<file path="src/rtl/evt_timer_regs.sv">
module evt_timer_regs #(
  parameter int NUM_CH    = 3,
  parameter int PERIOD_FS = 10_000_000
) (
  input  logic                  clk,
  input  logic                  rst_n,
  input  logic                  tick_en,
  input  logic                  req_valid,
  input  logic                  req_write,
  input  logic [9:0]            req_addr,
  input  logic [31:0]           req_wdata,
  output logic                  rd_valid,
  output logic [31:0]           rd_data,
  output logic                  cfg_legacy,
  output logic [NUM_CH-1:0]     ch_wr_en,
  output logic [4:0]            ch_reg_off,
  output logic [31:0]           ch_wdata,
  input  logic [32*NUM_CH-1:0]  ch_rdata,
  input  logic [NUM_CH-1:0]     ch_cmp_max,
  input  logic [NUM_CH-1:0]     ch_irq_lvl,
  output logic [NUM_CH-1:0]     ch_isr_clr,
  output logic [NUM_CH-1:0]     ch_arm,
  output logic [NUM_CH-1:0]     ch_disarm
);
  localparam logic [31:0] CAP_LO = 32'h8086A001 | (32'(NUM_CH - 1) << 8);
  localparam logic [31:0] CAP_HI = 32'(PERIOD_FS);
  localparam logic [4:0]  LAST_OFF = 5'h14;

  logic        en_q;
  logic [63:0] cnt_q;

  wire acc = req_valid && (req_addr[1:0] == 2'b00);
  wire wr  = acc && req_write;

  wire sel_cap_lo = req_addr == 10'h000;
  wire sel_cap_hi = req_addr == 10'h004;
  wire sel_cfg    = req_addr == 10'h010;
  wire sel_sts    = req_addr == 10'h020;
  wire sel_cnt_lo = req_addr == 10'h0F0;
  wire sel_cnt_hi = req_addr == 10'h0F4;

  wire [4:0] ch_idx = req_addr[9:5] - 5'd8;
  wire       in_win = req_addr[9:8] != 2'b00;
  wire       ch_ok  = in_win && (32'(ch_idx) < NUM_CH) && (req_addr[4:0] <= LAST_OFF);

  wire wr_cfg    = wr && sel_cfg;
  wire wr_cnt_lo = wr && sel_cnt_lo;
  wire wr_cnt_hi = wr && sel_cnt_hi;
  wire cnt_wr    = wr_cnt_lo || wr_cnt_hi;
  wire en_rise   = wr_cfg && !en_q && req_wdata[0];
  wire en_fall   = wr_cfg && en_q && !req_wdata[0];

  assign ch_wr_en   = (wr && ch_ok) ? (NUM_CH'(1) << ch_idx) : '0;
  assign ch_reg_off = req_addr[4:0];
  assign ch_wdata   = req_wdata;
  assign ch_isr_clr = (wr && sel_sts) ? (req_wdata[NUM_CH-1:0] & ch_irq_lvl) : '0;

  always_ff @(posedge clk) begin
    if (!rst_n) begin
      en_q       <= 1'b0;
      cfg_legacy <= 1'b0;
      ch_arm     <= '0;
      ch_disarm  <= '0;
    end else begin
      if (wr_cfg) begin
        en_q       <= req_wdata[0];
        cfg_legacy <= req_wdata[1];
      end
      ch_arm    <= en_rise ? ~ch_cmp_max : '0;
      ch_disarm <= en_fall ? '1 : '0;
    end
  end

  always_ff @(posedge clk) begin
    if (!rst_n)
      cnt_q <= '0;
    else if (wr_cnt_lo)
      cnt_q[31:0] <= req_wdata;
    else if (wr_cnt_hi)
      cnt_q[63:32] <= req_wdata;
    else if (en_q && tick_en)
      cnt_q <= cnt_q + 64'd1;
  end

  logic [31:0] ch_word;
  always_comb begin
    ch_word = '0;
    for (int i = 0; i < NUM_CH; i++)
      if (ch_idx == 5'(i)) ch_word = ch_rdata[i*32 +: 32];
  end

  logic [31:0] rd_next;
  always_comb begin
    rd_next = '0;
    if (acc) begin
      if (in_win)          rd_next = ch_ok ? ch_word : '0;
      else if (sel_cap_lo) rd_next = CAP_LO;
      else if (sel_cap_hi) rd_next = CAP_HI;
      else if (sel_cfg)    rd_next = {30'd0, cfg_legacy, en_q};
      else if (sel_sts)    rd_next = 32'(ch_irq_lvl);
      else if (sel_cnt_lo) rd_next = cnt_q[31:0];
      else if (sel_cnt_hi) rd_next = cnt_q[63:32];
    end
  end

  always_ff @(posedge clk) begin
    if (!rst_n) begin
      rd_valid <= 1'b0;
      rd_data  <= '0;
    end else begin
      rd_valid <= req_valid && !req_write;
      if (req_valid && !req_write) rd_data <= rd_next;
    end
  end

  AST_COUNT_STEP: assert property (@(posedge clk) disable iff (!rst_n)
    (en_q && tick_en && !cnt_wr) |=> (cnt_q == $past(cnt_q) + 64'd1));
  AST_HALT_HOLD: assert property (@(posedge clk) disable iff (!rst_n)
    (!en_q && !cnt_wr) |=> $stable(cnt_q));
  AST_ARM_PULSE: assert property (@(posedge clk) disable iff (!rst_n)
    (ch_arm != '0) |=> (ch_arm == '0));
  AST_DISARM_PULSE: assert property (@(posedge clk) disable iff (!rst_n)
    (ch_disarm != '0) |=> (ch_disarm == '0));
  AST_CH_WR_ONEHOT: assert property (@(posedge clk) disable iff (!rst_n)
    $onehot0(ch_wr_en));
  AST_MISALIGN_QUIET: assert property (@(posedge clk) disable iff (!rst_n)
    (req_valid && req_addr[1:0] != 2'b00) |-> (ch_wr_en == '0 && ch_isr_clr == '0));
  AST_RD_LATENCY: assert property (@(posedge clk) disable iff (!rst_n)
    (req_valid && !req_write) |=> rd_valid);
endmodule

</file>
<file path="config.mk">
export PLATFORM = sky130hd
export DESIGN_NAME = evt_timer_regs
export DESIGN_NICKNAME = d
export VERILOG_FILES = /design/src/rtl/evt_timer_regs.sv
export SDC_FILE = /design/constraint.sdc
export NUM_CORES = 1
export LEC_CHECK = 0
export BUFFER_PORTS_ARGS = -buffer_cell sky130_fd_sc_hd__clkbuf_2
export CORE_ASPECT_RATIO = 0.9
export CORE_MARGIN = 4
export CORE_UTILIZATION = 45
export DETAILED_ROUTE_END_ITERATION = 8
export GPL_TIMING_DRIVEN = 1
export PLACE_DENSITY_LB_ADDON = 0.2
export SYNTH_ARGS = -nofsm -noshare
export SYNTH_HDL_FRONTEND = slang
export SYNTH_SLANG_ARGS = --single-unit
</file>
<file path="constraint.sdc">
create_clock -name clk -period 5.55 [get_ports clk]
set_input_delay 1.11 -clock clk [delete_from_list [all_inputs] [get_ports clk]]
set_output_delay 1.11 -clock clk [all_outputs]
set_load 0.02 [all_outputs]
</file>
==> results.txt, run 1 <==
WHS Path Cells - 2
Worst hold path startpoint - rd_data[18]
1st-pass router iterations - 6
Final GP Congestion - 0.998
RSZ-0062 raised after global routing - false
Core ar. - 0.0147 mm2
Worst reg2reg setup slack - 2.79 ns
Die area - 0.0171 mm2
YS warnings - 0
Min-Delay Path Class - reg2reg
Slowest CP cell - ha_1
Final hold vios - 0
CP Cell Sequence - clkbuf_2 -> inv_1 -> ha_1 -> nor4b_4 -> nand2_1 -> nor4_1 -> and3_1 -> clkbuf_2
Ys async rst share - 0
Overall die width - 137 um
Placed cells - 1,219
Lkg Pwr - 0.00325 uW
Yosys cell types - 66
CP endpoint kind - primary output
Fin Setup TNS - 0 ns
Pwr Density - 201 mW/mm2
Gr usage total - 0.266
Crit-path max cell delay - 0.56 ns
Final Util - 0.547
Sw Pwr - 440 uW
Placed Area - 0.00774 mm2
Fill cells - 1,443
GRT overflow - 0
Required time worst endpoint - 4.44 ns
Initial DRC count - 696
Sequential element share of the synthesized area - 0.305
H-tree levels - 3
DRC errors left - 0
Via density - 5.76
R2R Path Start - cnt_q[32]
Mean Syn Cell Area - 7.72 um2
Fin. max-slew vios - 0
Worst vdd ir - 167 uV
Final setup vio count - 0
Worst Tran Pin Value - 0.938 ns
Run status - completed
Share of cells above drive strength 1 - 0.269
Initial core utilization - 0.460
Cell Rows - 42
Worst EP arrival - 3.29 ns
Synth Flop Type - dfxtp_1
Non-filler cells, final - 1,235
Sw frac - 0.272
Routed WL - 23.5 mm
Final Cycle Share - 0.793
Ant. Diodes - 0
Area Overhead vs Synth - 19.0%
First-pass GRT wire length - 36.1 mm
Synth Instances - 876
Clock Pin Slew Worst Setup and Hold Paths - 0.07 ns
Crit path kind - in2out
Internal power contribution - 1180 uW
Crit-path max FO - 19
Synth Net Count - 1,028
Most used cell, CP - clkbuf_2
TritonCTS clock tree - yes
Clock skew - 0.0166 ns
Total I/O pin count - 232
Post-synth EDFFs - 0
Slew margin rel. - 0.369
Clk_lat worst skew - 0.37 ns
Vias in the first global route - 6,399
Hold_buf cts - 0
Fmax - 227 MHz
Initial antenna violation count - 1
Post-detail-place hpwl - 17.9 mm
Largest net degree at the start of global routing - 46
Die height - 124 um
Depth of the worst register-to-register path - 6
Sink Count - 103
Total CTS buffers - 9
Mapped Area - 0.00676 mm2
Final instance area - 0.00805 mm2
WHS Endpoint - rd_data[18]
Drt wl/cell - 19.0 um
Port Buffers - 231
# resized after CTS - 0
Reg power frac - 0.458
Root buf cell - clkbuf_16
Clk pwr share - 0.413
RR Endpoint - cnt_q[63]
Number of setup buffers added after CTS - 0
Critical path startpoint category - input port
Power share of the combinational group - 0.128
Antenna Nets Post-Route - 0
FF+latch count, synth - 103
Max-Cap Viols - 0
Vias - 7,118
Clock buffer depth - 2
Layout Nets - 1,184
Final min period - 4.40 ns
[per-stage QoR]
stage               hold slack, ns  setup WS, ns  power, uW
detailed placement           0.439          1.18        964
global route                 0.476         0.887       1670
CTS                          0.450          1.18       1620
finish                       0.449          1.15       1620
floorplan                    0.464          1.85        879
global placement             0.424          1.20        964
[cell families after synthesis]
family | Yosys count | share of synthesized area
simple gates | 291 | 0.233
compound gates | 267 | 0.245
buf+inv | 127 | 0.0929
flops | 103 | 0.305
mux | 43 | 0.0638
xor+xnor | 42 | 0.0544
fa+ha+maj | 3 | 0.00555
[flip-flops by register name, summed over array words and instances (netlist names)]
register / cells
cnt_q: 64
en_q: 1
rd_valid: 1
cfg_legacy: 1
ch_arm: 3
rd_data: 32
ch_disarm: 1
[cell usage in the layout (no fill, tap or decap), types with 7 or more instances in the layout]
cell       netlist  layout
xnor2_1         26      26
nand4_1         24      24
nor4_1          10      10
xor2_1          16      16
o22ai_1         19      19
nor2_1          50      50
o21ai_0         98      98
or3_1           10       9
clkbuf_2         0     231
buf_4           39      11
nor3_1          20      20
nand2_1         78      78
mux2i_1         42      42
a22o_1          17      17
o221ai_1        25      25
inv_1           28      28
and3_1          18      18
nand3_1         34      34
clkbuf_16        0       9
a31oi_1          8       8
dfxtp_1        103     103
and4_1           7       7
a21oi_1         62      61
[final cells by class]
| class | count | area [um2] | area share |
|---|---|---|---|
| clock buffers | 9 | 225 | 0.0280 |
| clock inverters | 7 | 77.6 | 0.00964 |
| inverters | 30 | 113 | 0.0140 |
| multi-input cells | 646 | 4080 | 0.507 |
| flip-flops and latches | 103 | 2060 | 0.256 |
| well taps | 198 | 248 | 0.0308 |
| repair buffers | 242 | 1240 | 0.154 |
[worst max-delay path by stage]
stage	slack, ns	to	startpoint
4_1_cts	1.18	ch_isr_clr[1]	req_addr[8]
6_report	1.15	ch_isr_clr[1]	req_addr[8]
5_1_grt	0.89	ch_isr_clr[1]	req_addr[8]
2_1_floorplan	1.85	ch_wr_en[1]	req_addr[8]
3_5_place_dp	1.18	ch_isr_clr[1]	req_addr[8]
3_3_place_gp	1.20	ch_isr_clr[0]	req_addr[8]
[metal layers]
metal / track usage / up-vias / share of wire
li1: - / 3514 / -
met5: 0 / - / 0.00055
met3: 0.0574 / 28 / 0.10
met4: 0.0634 / 2 / 0.017
met2: 0.410 / 343 / 0.44
met1: 0.380 / 3231 / 0.44
[cells in the mapped netlist (3+ instances only)]
master / instances / area share
dfxtp_1: 103 / 0.30
o21ai_0: 98 / 0.073
nand2_1: 78 / 0.043
a21oi_1: 62 / 0.046
nor2_1: 50 / 0.028
clkbuf_1: 49 / 0.027
mux2i_1: 42 / 0.062
buf_4: 39 / 0.043
nand3_1: 34 / 0.025
inv_1: 28 / 0.016
xnor2_1: 26 / 0.034
o221ai_1: 25 / 0.032
nand4_1: 24 / 0.022
nor3_1: 20 / 0.015
o22ai_1: 19 / 0.018
and3_1: 18 / 0.017
a22o_1: 17 / 0.022
xor2_1: 16 / 0.021
nor4_1: 10 / 0.0093
or3_1: 10 / 0.0093
a31oi_1: 8 / 0.0074
and4_1: 7 / 0.0091
o21a_1: 6 / 0.0067
o21ai_1: 6 / 0.0044
a211oi_1: 5 / 0.0056
buf_1: 5 / 0.0028
a2bb2oi_1: 4 / 0.0052
buf_2: 4 / 0.0030
nand2b_1: 4 / 0.0037
and2_1: 3 / 0.0028
ha_1: 3 / 0.0056
nand3b_1: 3 / 0.0033
nor3b_1: 3 / 0.0033
o211a_1: 3 / 0.0044
o31ai_1: 3 / 0.0033
or2_2: 3 / 0.0028
[power groups by stage]
stage,sequential (uW),combinational [uW],clock (uW)
after floorplan,759,120,0
after CTS,740,207,677
after detailed placement,758,206,0
after global routing,740,227,704
after global placement,758,206,0
final,740,207,668
[worst max-delay path: cells and delay by family]
kind / cells / cell delay (ns)
buffers and inverters: 3 / 0.31
adder cells (fa/ha/maj): 1 / 0.56
AND/OR/NAND/NOR: 4 / 1.30
Power figures use the tool's default switching activity.
==> inputs of run 2 (changes only) <==
Clock period 5.55 ns to 4.15 ns, I/O delays scaled along.
==> run 2 against run 1 <==
- power rose by 37%
- wire length shrank 0.17%
- critical endpoint unchanged
- largest cell class unchanged
- global-route usage fell by 0.31 points
- die area is the same
- sequential share of layout area decreased by 0.13 points
==> results.txt, run 2 (synthesis results as in run 1) <==
Slew margin rel. - 0.425 (was 0.369)
Clk_lat worst skew - 0.36 ns (was 0.37 ns)
Drt wl/cell - 18.9 um (was 19.0 um)
Final setup vio count - 0 (unchanged)
Reg power frac - 0.447 (was 0.458)
Required time worst endpoint - 3.32 ns (was 4.44 ns)
Initial DRC count - 660 (was 696)
R2R Path Start - cnt_q[25] (was cnt_q[32])
Antenna Nets Post-Route - 0 (unchanged)
Worst Tran Pin Value - 0.855 ns (was 0.938 ns)
Hold_buf cts - 0 (unchanged)
Largest net degree at the start of global routing - 66 (was 46)
H-tree levels - 3 (unchanged)
Area Overhead vs Synth - 19.6% (was 19.0%)
Sw frac - 0.257 (was 0.272)
Crit path kind - in2out (unchanged)
Post-detail-place hpwl - 17.9 mm (about the same)
WHS Endpoint - rd_data[17] (was rd_data[18])
Initial antenna violation count - 0 (was 1)
Die area - 0.0171 mm2 (unchanged)
Vias - 7,134 (was 7,118)
Total CTS buffers - 9 (unchanged)
Total I/O pin count - 232 (unchanged)
RR Endpoint - cnt_q[63] (unchanged)
Overall Power - 2220 uW (was 1620 uW)
Via density - 5.77 (was 5.76)
Fin Setup TNS - 0 ns (unchanged)
Final hold vios - 0 (unchanged)
Share of cells above drive strength 1 - 0.269 (about the same)
Worst EP arrival - 2.54 ns (was 3.29 ns)
Initial core utilization - 0.460 (unchanged)
Lkg Pwr - 0.00327 uW (was 0.00325 uW)
Final min period - 3.37 ns
Clock skew - 0.00799 ns (was 0.0166 ns)
Fin. max-slew vios - 0 (unchanged)
Gr usage total - 0.263 (was 0.266)
Min-Delay Path Class - reg2reg (unchanged)
Clk pwr share - 0.428 (was 0.413)
Cell Rows - 42 (unchanged)
Worst vdd ir - 274 uV (was 167 uV)
Root buf cell - clkbuf_16 (unchanged)
1st-pass router iterations - 5 (was 6)
GRT overflow - 0 (unchanged)
Overall die width - 137 um (unchanged)
Die height - 124 um (unchanged)
DRC errors left - 0 (unchanged)
Final Cycle Share - 0.811
Number of setup buffers added after CTS - 0 (unchanged)
Leading registers by flop count - cnt_q (64), rd_data (32), ch_arm (3) (unchanged)
Clock buffer depth - 2 (unchanged)
Max FFs per register - 64 (unchanged)
Power share of the combinational group - 0.125 (was 0.128)
Final GP Congestion - 0.950 (was 0.998)
Sink Count - 103 (unchanged)
Port Buffers - 231 (unchanged)
First-pass GRT wire length - 35.5 mm (was 36.1 mm)
Worst reg2reg setup slack - 1.50 ns (was 2.79 ns)
Vias in the first global route - 6,238 (was 6,399)
Most common cell after layout, fill and taps aside - clkbuf_2 (unchanged)
CP endpoint kind - primary output (unchanged)
Pwr Density - 274 mW/mm2 (was 201 mW/mm2)
Sw Pwr - 570 uW (was 440 uW)
Core ar. - 0.0147 mm2 (unchanged)
Fill cells - 1,442 (was 1,443)
Ant. Diodes - 0 (unchanged)
Depth of the worst register-to-register path - 6 (unchanged)
TritonCTS clock tree - yes (unchanged)
Run status - completed (unchanged)
Internal power contribution - 1650 uW (was 1180 uW)
Clock Pin Slew Worst Setup and Hold Paths - 0.07 ns (about the same)
Max-Cap Viols - 0 (unchanged)
Most frequent cells in the layout - clkbuf_2, dfxtp_1, o21ai_0 (unchanged)
Worst hold path startpoint - rd_data[17] (was rd_data[18])
WHS Path Cells - 2 (unchanged)
# resized after CTS - 0 (unchanged)
Fmax - 297 MHz
Crit-path max FO - 7 (was 19)
RSZ-0062 raised after global routing - false (unchanged)
Routed WL - 23.4 mm (was 23.5 mm)
Layout Nets - 1,186 (was 1,184)
Critical path startpoint category - input port (unchanged)
Reg with most FFs - cnt_q (unchanged)
-- run 2: changes by cell type in the layout (fill, tap and decap cells not counted), sizes merged --
cell / change
clkbuf: +1
clkinv: -1
buf: +2
inv: -2
bufinv: +1
clkinvlp: +1
-- run 2: metrics by stage --
stage	worst slack (ns)	hold WS (ns)	instances	utilization	area [um2]
2_1_floorplan	1.01	0.464	876	-	6760
3_3_place_gp	0.807	0.425	1221	0.527	7760
3_5_place_dp	0.751	0.431	1221	0.527	7760
4_1_cts	0.803	0.441	1237	0.550	8090
5_1_grt	0.606	0.470	1237	0.550	8090
6_report	0.783	0.436	1237	0.550	8090
-- run 2: how the worst max path moves through the flow --
stage	from	endpoint	slack [ns]	cells after the start
after floorplan	req_addr[8]	ch_wr_en[1]	1.01	6
after global placement	req_addr[8]	cnt_q[48]	0.81	9
after detailed placement	req_addr[8]	cnt_q[42]	0.75	9
after CTS	req_addr[8]	ch_isr_clr[1]	0.80	8
after global routing	req_addr[9]	ch_isr_clr[1]	0.61	8
final	req_addr[8]	ch_isr_clr[1]	0.78	8
-- run 2: cell type report --
class	instances	area, um2	area share
repair buffers	244	1250	0.155
clock buffers	10	239	0.0295
inverters	30	113	0.0139
multi-input cells	646	4080	0.505
well taps	198	248	0.0306
clock inverters	6	92.6	0.0114
flip-flops and latches	103	2060	0.255
-- run 2: routing by layer --
layer | global-route usage | share of wire | vias to the layer above | routed length, um
met4 | 0.0675 | 0.018 | 0 | 418
met3 | 0.0525 | 0.086 | 27 | 2020
met5 | 0 | 0 | - | 0
met2 | 0.406 | 0.45 | 292 | 10500
li1 | - | - | 3518 | -
met1 | 0.375 | 0.45 | 3297 | 10400
-- run 2: critical path: stages --
cell      delay, ns
clkbuf_2       0.10
inv_1          0.05
ha_1           0.19
nor4b_4        0.42
nand2_1        0.18
nor4_1         0.39
and3_1         0.21
clkbuf_2       0.16
-- run 2: power groups by stage --
stage	clock network, uW	registers, uW	logic [uW]
after floorplan	0	1020	161
after global placement	0	1010	275
after detailed placement	0	1010	276
after CTS	963	990	277
after global routing	995	990	301
final	949	990	277
